==> config.mk <==
export PLATFORM = sky130hd
export DESIGN_NAME = operand_agen
export DESIGN_NICKNAME = d
export VERILOG_FILES = /design/src/rtl/oag_pkg.sv /design/src/rtl/oag_collect.sv /design/src/rtl/oag_sum.sv /design/src/rtl/operand_agen.sv
export SDC_FILE = /design/constraint.sdc
export NUM_CORES = 2
export LEC_CHECK = 0
export BUFFER_PORTS_ARGS = -buffer_cell sky130_fd_sc_hd__clkbuf_2
export CORE_MARGIN = 3
export CORE_UTILIZATION = 48
export CTS_CLUSTER_SIZE = 28
export DETAILED_ROUTE_END_ITERATION = 7
export GPL_ROUTABILITY_DRIVEN = 0
export GPL_TIMING_DRIVEN = 0
export PLACE_DENSITY = 0.72
export SLEW_MARGIN = 20
export SYNTH_ARGS = -nofsm -noshare
export SYNTH_HDL_FRONTEND = slang
export SYNTH_SLANG_ARGS = --single-unit
==> constraint.sdc <==
create_clock -name clk -period 13.6 [get_ports clk]
set_clock_uncertainty 0.15 [all_clocks]
set_input_delay 2.04 -clock clk [delete_from_list [all_inputs] [get_ports clk]]
set_output_delay 2.04 -clock clk [all_outputs]
set_load 0.01 [all_outputs]
==> src/rtl/oag_pkg.sv <==
package oag_pkg;

    localparam int BYTE_W   = 8;
    localparam int DISP_MAX = 8;   // largest displacement or immediate, bytes
    localparam int HDR_MAX  = 2;   // largest scale + selector header, bytes

    typedef enum logic [2:0] {
        AM_IMM     = 3'd0,
        AM_ABS     = 3'd1,
        AM_ZPG     = 3'd2,
        AM_ABS_IND = 3'd3,
        AM_ZPG_IND = 3'd4,
        AM_ABS_REG = 3'd5,
        AM_ZPG_REG = 3'd6,
        AM_SCALED  = 3'd7
    } amode_e;

    typedef enum logic [2:0] {
        ST_IDLE,
        ST_SEL,
        ST_DISP,
        ST_SUM,
        ST_DONE
    } agen_state_e;

    // How many bytes of each kind the operand carries.
    typedef struct packed {
        logic [1:0] hdr_n;      // scale and selector bytes
        logic [3:0] disp_n;     // displacement or immediate bytes
        logic       has_scale;
        logic       has_regs;
    } op_plan_t;

    function automatic op_plan_t plan_of(input amode_e m, input logic [7:0] pfx);
        op_plan_t   p;
        logic [3:0] zp_n;
        logic [3:0] ab_n;
        logic [3:0] im_n;
        zp_n = {1'b0, pfx[3:2], 1'b0} + 4'd1;
        ab_n = zp_n + 4'd1;
        im_n = (pfx[7:4] >= 4'd3) ? 4'd8 : (4'd1 << pfx[5:4]);
        p = '0;
        case (m)
            AM_IMM:                 p.disp_n = im_n;
            AM_ABS, AM_ABS_IND:     p.disp_n = ab_n;
            AM_ZPG, AM_ZPG_IND:     p.disp_n = zp_n;
            AM_ABS_REG: begin
                p.hdr_n    = 2'd1;
                p.has_regs = 1'b1;
                p.disp_n   = ab_n;
            end
            AM_ZPG_REG: begin
                p.hdr_n    = 2'd1;
                p.has_regs = 1'b1;
                p.disp_n   = zp_n;
            end
            AM_SCALED: begin
                p.hdr_n     = 2'd2;
                p.has_regs  = 1'b1;
                p.has_scale = 1'b1;
            end
            default:                p = '0;
        endcase
        return p;
    endfunction

endpackage

==> src/rtl/oag_collect.sv <==
module oag_collect
    import oag_pkg::*;
#(
    parameter int NBYTES = DISP_MAX,
    parameter int CNT_W  = 4,
    parameter int SEL_W  = 8
) (
    input  logic                     clk,
    input  logic                     rst,
    input  logic                     clear,
    input  logic                     take,
    input  op_plan_t                 plan,
    input  logic [BYTE_W-1:0]        byte_in,
    output logic [BYTE_W-1:0]        scale_q,
    output logic [SEL_W-1:0]         sel_q,
    output logic [NBYTES*BYTE_W-1:0] disp_q,
    output logic [CNT_W-1:0]         cnt_q,
    output logic                     at_last,
    output logic                     hdr_last
);

    logic [CNT_W-1:0] total;
    logic [CNT_W-1:0] didx;
    logic [CNT_W-1:0] cnt_nx;
    logic             in_hdr;
    logic             is_scale;

    assign total    = CNT_W'(plan.hdr_n) + CNT_W'(plan.disp_n);
    assign cnt_nx   = cnt_q + CNT_W'(1);
    assign in_hdr   = cnt_q < CNT_W'(plan.hdr_n);
    assign is_scale = plan.has_scale && (cnt_q == '0);
    assign didx     = cnt_q - CNT_W'(plan.hdr_n);
    assign at_last  = (cnt_nx == total);
    assign hdr_last = (cnt_nx == CNT_W'(plan.hdr_n));

    always_ff @(posedge clk) begin
        if (rst || clear) begin
            cnt_q   <= '0;
            scale_q <= '0;
            sel_q   <= '0;
        end else if (take) begin
            cnt_q <= cnt_nx;
            if (is_scale) begin
                scale_q <= byte_in;
            end else if (in_hdr) begin
                sel_q <= byte_in[SEL_W-1:0];
            end
        end
    end

    // One lane register per displacement byte, little-endian placement.
    for (genvar g = 0; g < NBYTES; g++) begin : g_lane
        logic [BYTE_W-1:0] lane_q;
        always_ff @(posedge clk) begin
            if (rst || clear) begin
                lane_q <= '0;
            end else if (take && !in_hdr && (didx == CNT_W'(g))) begin
                lane_q <= byte_in;
            end
        end
        assign disp_q[g*BYTE_W +: BYTE_W] = lane_q;
    end

endmodule

==> src/rtl/oag_sum.sv <==
module oag_sum
    import oag_pkg::*;
#(
    parameter int DATA_W = 64,
    parameter int RIDX_W = 4
) (
    input  logic [DATA_W-1:0]   disp_v,
    input  logic [2*RIDX_W-1:0] sel,
    input  logic [BYTE_W-1:0]   scale,
    input  logic                has_regs,
    input  logic                has_scale,
    input  logic [DATA_W-1:0]   rd_a,
    input  logic [DATA_W-1:0]   rd_b,
    output logic [RIDX_W-1:0]   idx_a,
    output logic [RIDX_W-1:0]   idx_b,
    output logic [DATA_W-1:0]   value
);

    logic [DATA_W-1:0] op_a;
    logic [DATA_W-1:0] op_b;
    logic [DATA_W-1:0] base;

    assign idx_a = sel[RIDX_W-1:0];
    assign idx_b = sel[2*RIDX_W-1:RIDX_W];

    always_comb begin
        op_a  = has_regs ? rd_a : '0;
        op_b  = (has_regs && (idx_b != idx_a)) ? rd_b : '0;
        base  = disp_v + op_a + op_b;
        value = has_scale ? (base * DATA_W'(scale)) + base : base;
    end

endmodule

==> src/rtl/operand_agen.sv <==
module operand_agen
    import oag_pkg::*;
#(
    parameter int DATA_W = 64,
    parameter int RIDX_W = 4
) (
    input  logic              clk,
    input  logic              rst,
    input  logic              start,
    input  logic [2:0]        mode,
    input  logic [7:0]        prefix,
    input  logic              byte_valid,
    input  logic [7:0]        byte_data,
    output logic              byte_ready,
    output logic [RIDX_W-1:0] rd_idx_a,
    output logic [RIDX_W-1:0] rd_idx_b,
    input  logic [DATA_W-1:0] rd_data_a,
    input  logic [DATA_W-1:0] rd_data_b,
    output logic              done,
    output logic [DATA_W-1:0] eff_value,
    output logic [3:0]        consumed
);

    localparam int SEL_W  = 2 * RIDX_W;
    localparam int DISP_W = DISP_MAX * BYTE_W;
    localparam int CNT_W  = 4;
    localparam int LIMIT  = HDR_MAX + DISP_MAX;

    agen_state_e       state_q;
    agen_state_e       state_nx;
    op_plan_t          plan_q;
    logic              start_ok;
    logic              take;
    logic [BYTE_W-1:0] scale_q;
    logic [SEL_W-1:0]  sel_q;
    logic [DISP_W-1:0] disp_q;
    logic [CNT_W-1:0]  cnt_q;
    logic              at_last;
    logic              hdr_last;
    logic [DATA_W-1:0] sum_v;
    logic [DATA_W-1:0] value_q;

    assign start_ok   = (state_q == ST_IDLE) && start;
    assign byte_ready = (state_q == ST_SEL) || (state_q == ST_DISP);
    assign take       = byte_ready && byte_valid;
    assign done       = (state_q == ST_DONE);
    assign eff_value  = value_q;
    assign consumed   = cnt_q;

    oag_collect #(
        .NBYTES(DISP_MAX),
        .CNT_W (CNT_W),
        .SEL_W (SEL_W)
    ) i_collect (
        .clk     (clk),
        .rst     (rst),
        .clear   (start_ok),
        .take    (take),
        .plan    (plan_q),
        .byte_in (byte_data),
        .scale_q (scale_q),
        .sel_q   (sel_q),
        .disp_q  (disp_q),
        .cnt_q   (cnt_q),
        .at_last (at_last),
        .hdr_last(hdr_last)
    );

    oag_sum #(
        .DATA_W(DATA_W),
        .RIDX_W(RIDX_W)
    ) i_sum (
        .disp_v   (DATA_W'(disp_q)),
        .sel      (sel_q),
        .scale    (scale_q),
        .has_regs (plan_q.has_regs),
        .has_scale(plan_q.has_scale),
        .rd_a     (rd_data_a),
        .rd_b     (rd_data_b),
        .idx_a    (rd_idx_a),
        .idx_b    (rd_idx_b),
        .value    (sum_v)
    );

    always_comb begin
        state_nx = state_q;
        case (state_q)
            ST_IDLE: begin
                if (start) begin
                    state_nx = (plan_of(amode_e'(mode), prefix).hdr_n != 2'd0) ? ST_SEL : ST_DISP;
                end
            end
            ST_SEL: begin
                if (take) begin
                    if (at_last)       state_nx = ST_SUM;
                    else if (hdr_last) state_nx = ST_DISP;
                end
            end
            ST_DISP: begin
                if (take && at_last) state_nx = ST_SUM;
            end
            ST_SUM:  state_nx = ST_DONE;
            default: state_nx = ST_IDLE;
        endcase
    end

    always_ff @(posedge clk) begin
        if (rst) begin
            state_q <= ST_IDLE;
            plan_q  <= '0;
            value_q <= '0;
        end else begin
            state_q <= state_nx;
            if (start_ok) begin
                plan_q <= plan_of(amode_e'(mode), prefix);
            end
            if (state_q == ST_SUM) begin
                value_q <= sum_v;
            end
        end
    end


    done_pulse_chk: assert property (@(posedge clk) disable iff (rst)
        done |=> !done);


    ready_done_excl_chk: assert property (@(posedge clk) disable iff (rst)
        !(byte_ready && done));


    ready_after_start_chk: assert property (@(posedge clk) disable iff (rst)
        start_ok |=> byte_ready);


    count_bound_chk: assert property (@(posedge clk) disable iff (rst)
        done |-> (consumed != '0) && (consumed <= CNT_W'(LIMIT)));


    idle_hold_chk: assert property (@(posedge clk) disable iff (rst)
        (!byte_ready && !start_ok) |=> $stable(consumed));

endmodule

==> results by group <==
CTS
  • CTS tree: built
  • Clock latency on the worst-skew pair: approximately 500 ps
  • CTS hold repair buffers: 0
  • Clk sinks: around 160
  • Clock root buffer: clkbuf_16
  • Postcts setup bufs: 0
  • Worst-path clk slew: approximately 70 ps
  • Num CTS Buffers: 17
  • H-tree depth: 4
  • CTS-repair resized insts: 0
  • Maximum clock path buffer count: 2

Floorplan
  • Num ports: 229
  • Die X: 251 um
  • Num rows: 89
  • Starting Density: 0.488
  • Die height: 251 um
  • Core Footprint: approximately 0.059 mm^2
  • Die area: around 0.063 mm^2

Setup path
  • Worst path most repeated cell: fa_1
  • Worst stage delay on the critical path: ~810 ps
  • Crit path required time: 13,850 ps
  • Crit Path Max Fanout: 10
  • WS Path Type: in2reg
  • Slowest-stage cell, CP: xnor2_1
  • WP data arrival: 12,360 ps
  • Startpoint types: input pin
  • Worst setup EP type: flip-flop

Synthesis
  • EDFF count, synth: 0
  • Post-synthesis cell area: 0.0289 mm^2
  • Ys async rst share: 0
  • Register area share after synthesis: 0.110
  • Syn avg cell area: around 8.8 um^2
  • Largest family of logic cells by synthesized area: adder cells
  • Synth Area in Compound Gates: 0.120
  • Commonest register cell after synthesis: dfxtp_1
  • Post-synthesis simple-gate area fraction: 0.221
  • Syn_nets: a little over 4,000
  • Synthesized-area fraction occupied by adder cells: 0.391
  • Syn. warnings: 0
  • Post-synthesis xor/xnor area fraction: 0.0467
  • Mapped Cells: 3,284
  • Library cells used by synthesis: 89
  • Mux share of post-synthesis cell area: 0.0399
  • Yosys reg bits: between 150 and 200

Place
  • Port Buffer Count: 216
  • DP HPWL: between 70,000 and 80,000 um
  • Place WS: about 1300 ps
  • Cell count after placement: 4,274

Final layout
  • Commonest non-fill, non-tap cell in the layout: and2_1
  • Share of cells above drive strength 1: 0.0911
  • Area of the multi-input gates: about 0.024 mm^2
  • Final core utilization: 0.534
  • Syn-to-layout area delta: 9.52%
  • Register area: approximately 0.0032 mm^2
  • Most frequent cells in the layout: 541 x and2_1, 476 x fa_1, 372 x inv_1, 260 x nor2_1, 221 x clkbuf_2
  • Fill cells: approximately 5,500
  • Layout Cells excl Fill: roughly 4,300
  • Antenna Cells: 0
  • Final nets: between 4,000 and 5,000

STA
  • Setup violators final: 0
  • Highest clock rate: 82.6 MHz
  • RSZ-0062 raised after global routing: no
  • Max transition margin: 0.181
  • Final critical-path share of the clock period: 0.890
  • Clock period minus worst slack: about 12,000 ps
  • Slew @ Worst Pin: 1220 ps
  • Max-slew violations: 0
  • Final Hold Viols: 0
  • Post-route setup TNS: 0 ps
  • Worst setup margin: between 1000 and 1500 ps

Global routing
  • Initial antenna violation count: 1
  • First-pass GRT wire length: around 150,000 um
  • GR Overflow Total: 0
  • Largest net degree at the start of global routing: 18
  • Vias in the first global route: approximately 25,000
  • Total GRT Usage: 0.302

Routing
  • Vias: about 25,000
  • Post-DR vias/cell: around 5.8
  • Antenna viol nets, final: 0
  • Initial DRC count: 2,435
  • # DRC: 0
  • DRT Pass-1 Iters: 6
  • Drt wl/cell: 21.9 um
  • DRT Wirelength: 94,300 um

Run
  • Max Cap Viol: 0

Hold path
  • Hold crit path type: reg2reg

Status
  • Status: finished, final reports clean

Power
  • Total Power: 1.79 mW
  • VDD IR max: roughly 0.1 mV
  • Power Dens Cells: approximately 57 mW/mm^2
  • Pleak: 15.5 nW
worst paths after layout:
path	start	cells past startpoint	to	slack [ps]
setup / recovery	rd_data_a[1]	36	eff_value[63]	1490
hold / removal	eff_value[21]	2	eff_value[21]	310
setup reg to reg	i_collect.sel_q[3]	38	eff_value[63]	1530
hold reg to reg	eff_value[21]	2	eff_value[21]	310
power by group:
group          internal [mW]  switching [mW]  total [mW]  leakage (nW)
Sequential             0.503          0.0266       0.529          1.28
Combinational          0.237           0.482       0.718          13.9
Clock                  0.281           0.263       0.544         0.305
synthesized netlist by cell type (all sizes together) (14+ instances only):
library cell | instances | area share
and2 | 549 | 0.12
fa | 476 | 0.33
inv | 372 | 0.048
nor2 | 260 | 0.034
nand2 | 170 | 0.023
a21oi | 169 | 0.030
dfxtp | 159 | 0.11
ha | 141 | 0.061
clkbuf | 133 | 0.018
mux2i | 115 | 0.040
o21ai | 97 | 0.017
xnor2 | 84 | 0.027
a211oi | 68 | 0.018
xor2 | 56 | 0.018
a21o | 54 | 0.014
nor2b | 40 | 0.0087
nand3 | 39 | 0.0069
nand4 | 30 | 0.0067
buf | 28 | 0.0047
nor3 | 28 | 0.0049
o21bai | 23 | 0.0060
nand2b | 17 | 0.0037
o21a | 17 | 0.0045
a31oi | 14 | 0.0030
and3 | 14 | 0.0032
state kept, by name, indices dropped and copies added (netlist names):
signal and cells:
i_collect.g_lane.lane_q 64, i_collect.cnt_q 4, eff_value 64, i_collect.sel_q 8, plan_q 8, state_q 3
i_collect.scale_q 8
through the flow:
step / hold WS (ps) / area [um^2]
2_1_floorplan: 314 / 28900
6_report: 309 / 31600
3_3_place_gp: 292 / 30900
3_5_place_dp: 302 / 31000
4_1_cts: 312 / 31600
5_1_grt: 342 / 31600
kinds of logic after synthesis:
group / Yosys count
xor+xnor: 143
compound gates: 527
flops: 159
simple gates: 1189
buf+inv: 534
mux: 115
fa+ha+maj: 617
final cells by class:
type | count | share of cell area
Clock buffer | 18 | 0.0136
Sequential cell | 159 | 0.101
Buffer | 161 | 0.0209
Clock inverter | 14 | 0.00613
Inverter | 373 | 0.0443
Multi-Input combinational cell | 2591 | 0.750
Timing Repair Buffer | 217 | 0.0344
Tap cell | 773 | 0.0306
worst max-delay path: cells and delay by family:
family                     cells  cell delay (ps)
AOI/OAI and AO/OA             15             3890
xor gates and xnor gates       4             1640
adders and majority gates      8             3480
buffers and inverters          4              260
and+or+nand+nor                5             1030
metal layers:
metal | up-vias | wire, um | track usage
li1 | 11100 | - | -
met1 | 12300 | 39200 | 0.405
met2 | 1337 | 42400 | 0.479
met3 | 202 | 8420 | 0.0616
met4 | 0 | 4350 | 0.127
met5 | - | 0 | 0
No activity file was read; power rests on OpenSTA's default activity.
